===== src/rtl/sqx_pkg.sv =====
package sqx_pkg;
  typedef enum logic [2:0] {
    SQX_OK    = 3'd0,
    SQX_ADDR  = 3'd1,
    SQX_MISS  = 3'd2,
    SQX_MULTI = 3'd3,
    SQX_PROT  = 3'd4,
    SQX_FW    = 3'd5
  } sqx_err_e;

  typedef enum logic [1:0] {
    LK_HIT   = 2'd0,
    LK_MISS  = 2'd1,
    LK_MULTI = 2'd2
  } lk_status_e;
endpackage


===== src/rtl/sqx_precheck.sv =====
module sqx_precheck #(
  parameter int AW     = 32,
  parameter int WIN_W  = 6,
  parameter logic [WIN_W-1:0] WIN_TAG = 6'b111000,
  parameter int ALIGN_W = 2
) (
  input  logic [AW-1:0] va_i,
  input  logic          sqmd_i,
  input  logic          priv_i,
  output logic          addr_err_o
);
  logic out_of_window, misaligned, user_blocked;

  always_comb begin
    out_of_window = va_i[AW-1 -: WIN_W] != WIN_TAG;
    misaligned    = |va_i[ALIGN_W-1:0];
    user_blocked  = sqmd_i && !priv_i;
    addr_err_o    = out_of_window || misaligned || user_blocked;
  end
endmodule


===== src/rtl/sqx_area_map.sv =====
module sqx_area_map #(
  parameter int AW        = 32,
  parameter int AREA_W    = 3,
  parameter int LINE_BITS = 5,
  parameter int WIN_W     = 6
) (
  input  logic [AW-1:0]     va_i,
  input  logic [AREA_W-1:0] area0_i,
  input  logic [AREA_W-1:0] area1_i,
  output logic [AW-1:0]     pa_o
);
  localparam int AREA_LSB = AW - WIN_W;

  logic [AREA_W-1:0] area;

  always_comb begin
    // the bit just above the line offset selects the queue
    area = va_i[LINE_BITS] ? area1_i : area0_i;
    pa_o = '0;
    pa_o[AREA_LSB +: AREA_W]        = area;
    pa_o[AREA_LSB-1:LINE_BITS]      = va_i[AREA_LSB-1:LINE_BITS];
  end
endmodule


===== src/rtl/sqx_perm_check.sv =====
module sqx_perm_check
  import sqx_pkg::*;
#(
  parameter int AW        = 32,
  parameter int LINE_BITS = 5
) (
  input  logic [1:0]    status_i,
  input  logic [AW-1:0] pa_i,
  input  logic [1:0]    perm_i,
  input  logic          dirty_i,
  input  logic          priv_i,
  input  logic          write_i,
  output sqx_err_e      err_o,
  output logic [AW-1:0] addr_o
);
  always_comb begin
    if (status_i == LK_MISS)                  err_o = SQX_MISS;
    else if (status_i != LK_HIT)              err_o = SQX_MULTI;
    else if (!priv_i && !perm_i[1])           err_o = SQX_PROT;
    else if (write_i && !perm_i[0])           err_o = SQX_PROT;
    else if (write_i && !dirty_i)             err_o = SQX_FW;
    else                                      err_o = SQX_OK;

    addr_o = '0;
    if (err_o == SQX_OK) addr_o = {pa_i[AW-1:LINE_BITS], {LINE_BITS{1'b0}}};
  end
endmodule


===== src/rtl/sq_addr_xlat.sv =====
module sq_addr_xlat
  import sqx_pkg::*;
#(
  parameter int AW        = 32,
  parameter int AREA_W    = 3,
  parameter int LINE_BITS = 5
) (
  input  logic              clk_i,
  input  logic              rst_ni,
  input  logic              req_valid_i,
  input  logic [AW-1:0]     req_va_i,
  input  logic              req_write_i,
  input  logic              at_en_i,
  input  logic              sqmd_i,
  input  logic              priv_i,
  input  logic [AREA_W-1:0] area0_i,
  input  logic [AREA_W-1:0] area1_i,
  output logic              lk_req_o,
  output logic [AW-1:0]     lk_va_o,
  input  logic              lk_rsp_valid_i,
  input  logic [1:0]        lk_status_i,
  input  logic [AW-1:0]     lk_pa_i,
  input  logic [1:0]        lk_perm_i,
  input  logic              lk_dirty_i,
  output logic              res_valid_o,
  output logic [AW-1:0]     res_addr_o,
  output logic [2:0]        res_err_o
);
  localparam int WIN_W = 6;

  logic          addr_err;
  logic [AW-1:0] direct_pa, perm_addr;
  sqx_err_e      perm_err;

  logic          wait_q, write_q, priv_q, lk_req_q, res_valid_q;
  logic [AW-1:0] lk_va_q, res_addr_q;
  sqx_err_e      res_err_q;

  sqx_precheck #(.AW(AW), .WIN_W(WIN_W)) u_pre (
    .va_i(req_va_i), .sqmd_i(sqmd_i), .priv_i(priv_i), .addr_err_o(addr_err)
  );

  sqx_area_map #(.AW(AW), .AREA_W(AREA_W), .LINE_BITS(LINE_BITS), .WIN_W(WIN_W)) u_map (
    .va_i(req_va_i), .area0_i(area0_i), .area1_i(area1_i), .pa_o(direct_pa)
  );

  // permission uses the mode captured with the request
  sqx_perm_check #(.AW(AW), .LINE_BITS(LINE_BITS)) u_perm (
    .status_i(lk_status_i), .pa_i(lk_pa_i), .perm_i(lk_perm_i), .dirty_i(lk_dirty_i),
    .priv_i(priv_q), .write_i(write_q), .err_o(perm_err), .addr_o(perm_addr)
  );

  always_ff @(posedge clk_i or negedge rst_ni) begin
    if (!rst_ni) begin
      wait_q      <= 1'b0;
      write_q     <= 1'b0;
      priv_q      <= 1'b0;
      lk_req_q    <= 1'b0;
      lk_va_q     <= '0;
      res_valid_q <= 1'b0;
      res_addr_q  <= '0;
      res_err_q   <= SQX_OK;
    end else begin
      lk_req_q    <= 1'b0;
      res_valid_q <= 1'b0;
      if (!wait_q && req_valid_i) begin
        if (addr_err) begin
          res_valid_q <= 1'b1;
          res_err_q   <= SQX_ADDR;
          res_addr_q  <= '0;
        end else if (!at_en_i) begin
          res_valid_q <= 1'b1;
          res_err_q   <= SQX_OK;
          res_addr_q  <= direct_pa;
        end else begin
          wait_q   <= 1'b1;
          lk_req_q <= 1'b1;
          lk_va_q  <= req_va_i;
          write_q  <= req_write_i;
          priv_q   <= priv_i;
        end
      end else if (wait_q && lk_rsp_valid_i) begin
        wait_q      <= 1'b0;
        res_valid_q <= 1'b1;
        res_err_q   <= perm_err;
        res_addr_q  <= perm_addr;
      end
    end
  end

  assign lk_req_o    = lk_req_q;
  assign lk_va_o     = lk_va_q;
  assign res_valid_o = res_valid_q;
  assign res_addr_o  = res_addr_q;
  assign res_err_o   = res_err_q;

  a_r1_idle_after_reset: assert property (@(posedge clk_i) disable iff (!rst_ni)
    $rose(rst_ni) |-> !res_valid_o && !lk_req_o);

  a_r2_window_reject: assert property (@(posedge clk_i) disable iff (!rst_ni)
    req_valid_i && !wait_q && req_va_i[AW-1 -: WIN_W] != 6'b111000
      |=> res_valid_o && res_err_o == 3'd1 && !lk_req_o);

  a_r3_misaligned_reject: assert property (@(posedge clk_i) disable iff (!rst_ni)
    req_valid_i && !wait_q && req_va_i[1:0] != 2'b00 |=> res_valid_o && res_err_o == 3'd1);

  a_r5_line_aligned: assert property (@(posedge clk_i) disable iff (!rst_ni)
    res_valid_o && res_err_o == 3'd0 |-> res_addr_o[LINE_BITS-1:0] == '0);

  a_r6_lookup_pulse: assert property (@(posedge clk_i) disable iff (!rst_ni)
    lk_req_o |=> !lk_req_o);

  a_r6_no_result_with_lookup: assert property (@(posedge clk_i) disable iff (!rst_ni)
    lk_req_o |-> !res_valid_o);

  a_r7_miss_passthrough: assert property (@(posedge clk_i) disable iff (!rst_ni)
    wait_q && lk_rsp_valid_i && lk_status_i == 2'd1 |=> res_valid_o && res_err_o == 3'd2);

  a_r10_ignore_while_waiting: assert property (@(posedge clk_i) disable iff (!rst_ni)
    wait_q && !lk_rsp_valid_i |=> !res_valid_o && !lk_req_o);
endmodule


===== config.mk =====
export PLATFORM = sky130hd
export DESIGN_NAME = sq_addr_xlat
export DESIGN_NICKNAME = d
export VERILOG_FILES = /design/src/rtl/sqx_pkg.sv /design/src/rtl/sqx_precheck.sv /design/src/rtl/sqx_area_map.sv /design/src/rtl/sqx_perm_check.sv /design/src/rtl/sq_addr_xlat.sv
export SDC_FILE = /design/constraint.sdc
export NUM_CORES = 1
export LEC_CHECK = 0
export CAP_MARGIN = 20
export CORE_ASPECT_RATIO = 0.75
export CORE_UTILIZATION = 40
export DETAILED_ROUTE_END_ITERATION = 8
export PLACE_DENSITY = 0.81
export SLEW_MARGIN = 10
export SYNTH_ARGS = -nofsm -noshare
export SYNTH_HDL_FRONTEND = slang
export SYNTH_SLANG_ARGS = --single-unit

===== constraint.sdc =====
create_clock -name clk_i -period 3.9 [get_ports clk_i]
set_input_delay 0.975 -clock clk_i [delete_from_list [all_inputs] [get_ports clk_i]]
set_output_delay 0.975 -clock clk_i [all_outputs]
set_load 0.02 [all_outputs]

* Word-level counts from Yosys, hierarchy flattened *
Cells that the tools add are included.

word-level totals
  flip-flop bits (word level) = 72
  input bits = 83
  output and inout bits = 69
  logic and storage cells = 61

cells by class
  equality and inequality tests = 5
  multiplexer cells = 26
  bitwise operators = 1
  reduce and logical (&&, ||, !) cells = 21

operator list
  cell                                                 number
  2-to-1 mux 32 bit                                    5
  2-to-1 mux 3 bit                                     10
  2-to-1 mux 1 bit                                     11
  logical AND 1 bit                                    6
  logical NOT 1 bit                                    6
  != test 6 bit, second input constant                 1
  AND reduction 3 bit                                  2
  != test 2 bit, second input constant                 2
  nonzero test 2 bit                                   2
  logical NOT 3 bit                                    1
  != test 3 bit, second input constant                 1
  equality test 2 x 1 -> 1 bit, second input constant  1
  logical OR 1 bit                                     2
  AND reduction 2 bit                                  1
  OR reduction 2 bit                                   1
  NOT 1 bit                                            1

* Longest topological paths before layout *
  depth in word-level cells = 11
  gate-level depth with buffers = 5
  gate-level depth less buffers = 4

* Cells and area by module *
A second synthesis with hierarchy kept.

unflattened totals
  cells, all modules = 383
  area total of the unflattened synthesis = 4235.3 um2

modules (own cells, without submodules)
  module          times used  cells an instance  area an instance (um2)  sequential area each (um2)
  sq_addr_xlat    1           271                3448.3                  1801.7
  sqx_perm_check  1           75                 493.0                   0.0
  sqx_area_map    1           33                 255.2                   0.0
  sqx_precheck    1           4                  38.8                    0.0

* Worst setup path before layout *
No wires, ideal clock.

  path type = input -> register
  start = input req_va_i[27]
  end = register res_err_q[0] (netlist: res_err_o[0])
  setup time = 128 ps
  data arrival time = 2671 ps
  required time = 3772 ps
  setup slack = 1102 ps
  stages = 5
  buffers on the path = 1
  path through = or4b_4 nor4_4 a22oi_1 buf_2 mux2_1

between the ends
  word-level cells in the longest chain between the ends = 5
  elaborated cells on any way between the ends = 7
  those cells by class = eq/ne (2); mux (2); reduce/logical (3)

RTL lines
  item                                                               RTL line            RTL
  start: declaration                                                 sq_addr_xlat.sv:11  input logic [AW-1:0] req_va_i,
  != test 6 bit *                                                    sqx_precheck.sv:15  out_of_window = va_i[AW-1 -: WIN_W] != WIN_TAG;
  logical OR 1 bit * (2 in a row)                                    sqx_precheck.sv:18  addr_err_o = out_of_window || misaligned || user_blocked;
  != test 3 bit (no line) or 2-to-1 mux 3 bit (tied branches)        --
  AND reduction 2 bit (no line) or 2-to-1 mux 3 bit (tied branches)  --
  end signal: assignment                                             sq_addr_xlat.sv:85  res_err_q <= perm_err;
  end: declaration                                                   sq_addr_xlat.sv:37  sqx_err_e res_err_q;

Every way passes the cells marked *; elsewhere a longest branch is shown, timed or not.
A chain may end at the register's enable or synchronous reset.

* Worst setup path in the final report *
  start = input req_va_i[27]
  end = register lk_va_q[11] (netlist: lk_va_o[11])

between the ends
  word-level cells in the longest chain between the ends = 5

RTL lines
  item                           RTL line            RTL
  != test 6 bit                  sqx_precheck.sv:15
  logical OR 1 bit (2 in a row)  sqx_precheck.sv:18
  NOT 1 bit (no line)            --
  AND reduction 3 bit (no line)  --
  end signal: assignment         sq_addr_xlat.sv:78  lk_va_q <= req_va_i;
  end: declaration               sq_addr_xlat.sv:36  logic [AW-1:0] lk_va_q, res_addr_q;

No other way between the ends.

==> results.md <==
- Outcome: finished, final reports clean
- Area share of the largest cell type after synthesis: 58.3%
- Initial antenna violation count: 0
- Final min period: 2.92 ns
- Hpwl dp: 5200 um
- Hold Buf Count CTS: 0
- TNS Setup: 0 ns
- Worst reg-to-reg path cell count: 5
- Critical path's slowest cell: or4b_4
- Die height: 75.4 um
- First-pass GRT wire length: 11400 um
- CTS tree: done
- M3 GR Usage: 7.52%
- Worst Max-Slew Pin Slew: 0.556 ns
- Fin crit share: 74.9%
- Slew headroom: 63.0%
- Cell Area, Synth: 0.00287 sq mm
- Number of synthesis warnings: 0
- CP Data Required Time: 4.11 ns
- Synth area leaders: dfrtp_1 58%, mux2_2 11%, mux2_1 10%, a22o_1 7.3%, and2_1 1.3%
- Largest net degree at the start of global routing: 34
- Gpl congestion: 0.711
- CP delay by family, top: simple AND/OR/NAND/NOR gates
- Routed Antenna Nets: 0
- Pins over their slew limit: 0
- Endpoint type of the worst setup path: flop
- Clock sinks: 67
- DR pass1 iterations: 4
- CP peak stage delay: 0.55 ns
- CTS Buf Count: 9
- Via count: 2220
- Die area: 0.00753 sq mm
- Footprint of the multi-input gates: 0.00113 sq mm
- Starting DRT DRC Count: 43
- Worst setup margin: 0.977 ns
- GR Util met1: 24.9%
- Cells after Synth: 207
- Yosys reg bits: 67
- I/O Buffers: 141
- H-tree depth: 3
- Cell variety after synth: 29
- Synth Area per Inst: 13.9 sq um
- Endpoints failing hold: 0
- WL per Instance: 15.6 um
- Top cells by count, synth: 67 x dfrtp_1, 29 x mux2_2, 26 x mux2_1
- Core area: 0.00686 sq mm
- CP Cell Sequence: clkdlybuf4s50_1, or4b_4, nor4_4, nand2_2, buf_4, mux2_1
- Crit Path Category: input port to flop
- Register area share after synthesis: 58.3%
- Clk_skew: 0.00442 ns
- Starting density of the core: 41.9%
- Sequential Area: 0.00168 sq mm
- Worst slack, placed: 0.654 ns
- Fillcell total: 542
- Pleak: 2.11 nW
- Clock buffer depth: 2
- Setup violators final: 0
- Leading area contributor after synthesis: dfrtp_1
- Io pins: 152
- Most common cell in the netlist: dfrtp_1
- Maximum fanout along the worst path: 33
- ANT cells: 0
- Worst Path Arrival: 3.14 ns
- F_max: 342 MHz
- PD cells: 335 mW/mm^2
- Synth-to-Final Area Change: 61.2%
- RSZ-0062 raised after global routing: false
- Die W: 99.9 um
- Worst-path clk slew: 0.08 ns
- Hold Crit Class: flop to flop
- EDFF count, synth: 0
- Main flop type after synthesis: dfrtp_1
- GRT Total Usage: 20.2%
- Async S/R FF share, synth: 100%
- Grt met2 use: 33.0%
- Detailed-route wire length: 7140 um
- Congestion Overflow GR: 0
- Critical path startpoint category: input port
- Share of cells above drive strength 1: 16.4%
- WP depth: 6
- Worst vdd ir: 0.000209 V
- Crit path buf inv count: 2
- Worst hold stages: 1
- # rows: 26
- Root buffer cell: clkbuf_8
- Post-CTS sizing: 0
- DRC violations left: 0
- Final net count: 438
- Vias in the first global route: 2290
- Post-CTS Setup Bufs: 0
- Vias/cell: 4.85
- Clk Latency, worst-skew pair: 0.33 ns
- # Max-Cap Violations: 0
- Grt peak-use layer: met2
[cell families after synthesis]
logic type / Yosys count / synth area share, %
buffers and inverters: 21 / 3.61
flip-flops: 67 / 58.3
AO/OA/AOI/OAI: 32 / 9.19
AND/OR/NAND/NOR: 30 / 6.84
multiplexers: 56 / 21.9
other: 1 / 0.130
[worst register-to-register path, stage by stage, from the launching register on]
cell and delay, ns:
dfrtp_1 0.42, nand2b_1 0.23, nor4_4 0.40, nand2_2 0.12, buf_4 0.28, mux2_1 0.40
[registers in the layout, indices dropped and copies added, names as in the netlist]
signal,flops
wait_q,1
write_q,1
lk_va_o,32
lk_req_o,1
res_valid_o,1
res_err_o,3
res_addr_o,27
priv_q,1
[report_power, final]
part	leakage [nW]	internal, mW	switching [mW]	total [mW]
registers	0.925	0.709	0.00759	0.717
logic	1.08	0.115	0.0794	0.195
clock network	0.106	0.364	0.277	0.641
total	2.11	1.19	0.364	1.55
[layout by cell type (no fill, tap or decap), types with 2 or more instances in the layout]
cell type	netlist	layout
buf_4	5	7
nor3_1	2	2
nand2b_1	4	4
dfrtp_1	67	67
clkdlybuf4s50_1	0	140
clkinv_4	0	2
nor2_1	3	3
nand4_1	2	2
conb_1	1	5
nor2b_1	2	2
clkinvlp_4	0	2
bufinv_16	0	2
inv_1	6	6
o21ai_0	3	3
mux2_1	26	26
and2_1	6	6
clkbuf_8	0	9
nand2_1	4	4
a21oi_1	2	2
a22o_1	24	24
mux2_2	29	29
[metal layers]
layer  wire [um]  share of wire (%)
met1        3070                 43
met5           0                  0
met3         550                7.7
met4         133                1.9
met2        3390                 47
[per-stage QoR]
stage / cells / utilization (%) / power (mW) / hold WS (ns) / area [sq um]
after global placement: 442 / 64.2 / 0.923 / 0.452 / 4410
after CTS: 458 / 67.5 / 1.57 / 0.478 / 4630
after detailed placement: 442 / 64.2 / 0.927 / 0.455 / 4410
final: 458 / 67.5 / 1.55 / 0.471 / 4630
after global routing: 458 / 67.5 / 1.62 / 0.496 / 4630
after floorplan: 211 / - / 0.793 / 0.480 / 2890
[worst paths after layout]
kind	start	to	slack, ns
max	req_va_i[27]	lk_va_o[11]$_DFFE_PN0P_	0.98
min	lk_va_o[30]$_DFFE_PN0P_	lk_va_o[30]$_DFFE_PN0P_	0.47
max reg2reg	wait_q$_DFFE_PN0P_	lk_va_o[11]$_DFFE_PN0P_	1.93
min reg2reg	lk_va_o[30]$_DFFE_PN0P_	lk_va_o[30]$_DFFE_PN0P_	0.47
max in group asynchronous	rst_ni	res_addr_o[5]$_DFFE_PN0P_	2.54
min in group asynchronous	rst_ni	lk_va_o[27]$_DFFE_PN0P_	0.62
[layout make-up]
| type | instances | area share (%) |
|---|---|---|
| sequential | 67 | 36.2 |
| timing repair buffer | 148 | 31.5 |
| multi-input combinational | 123 | 24.3 |
| clock buffer | 9 | 2.67 |
| tap | 98 | 2.65 |
| clock inverter | 7 | 2.19 |
| inverter | 6 | 0.486 |
Power figures use the tool's default switching activity.
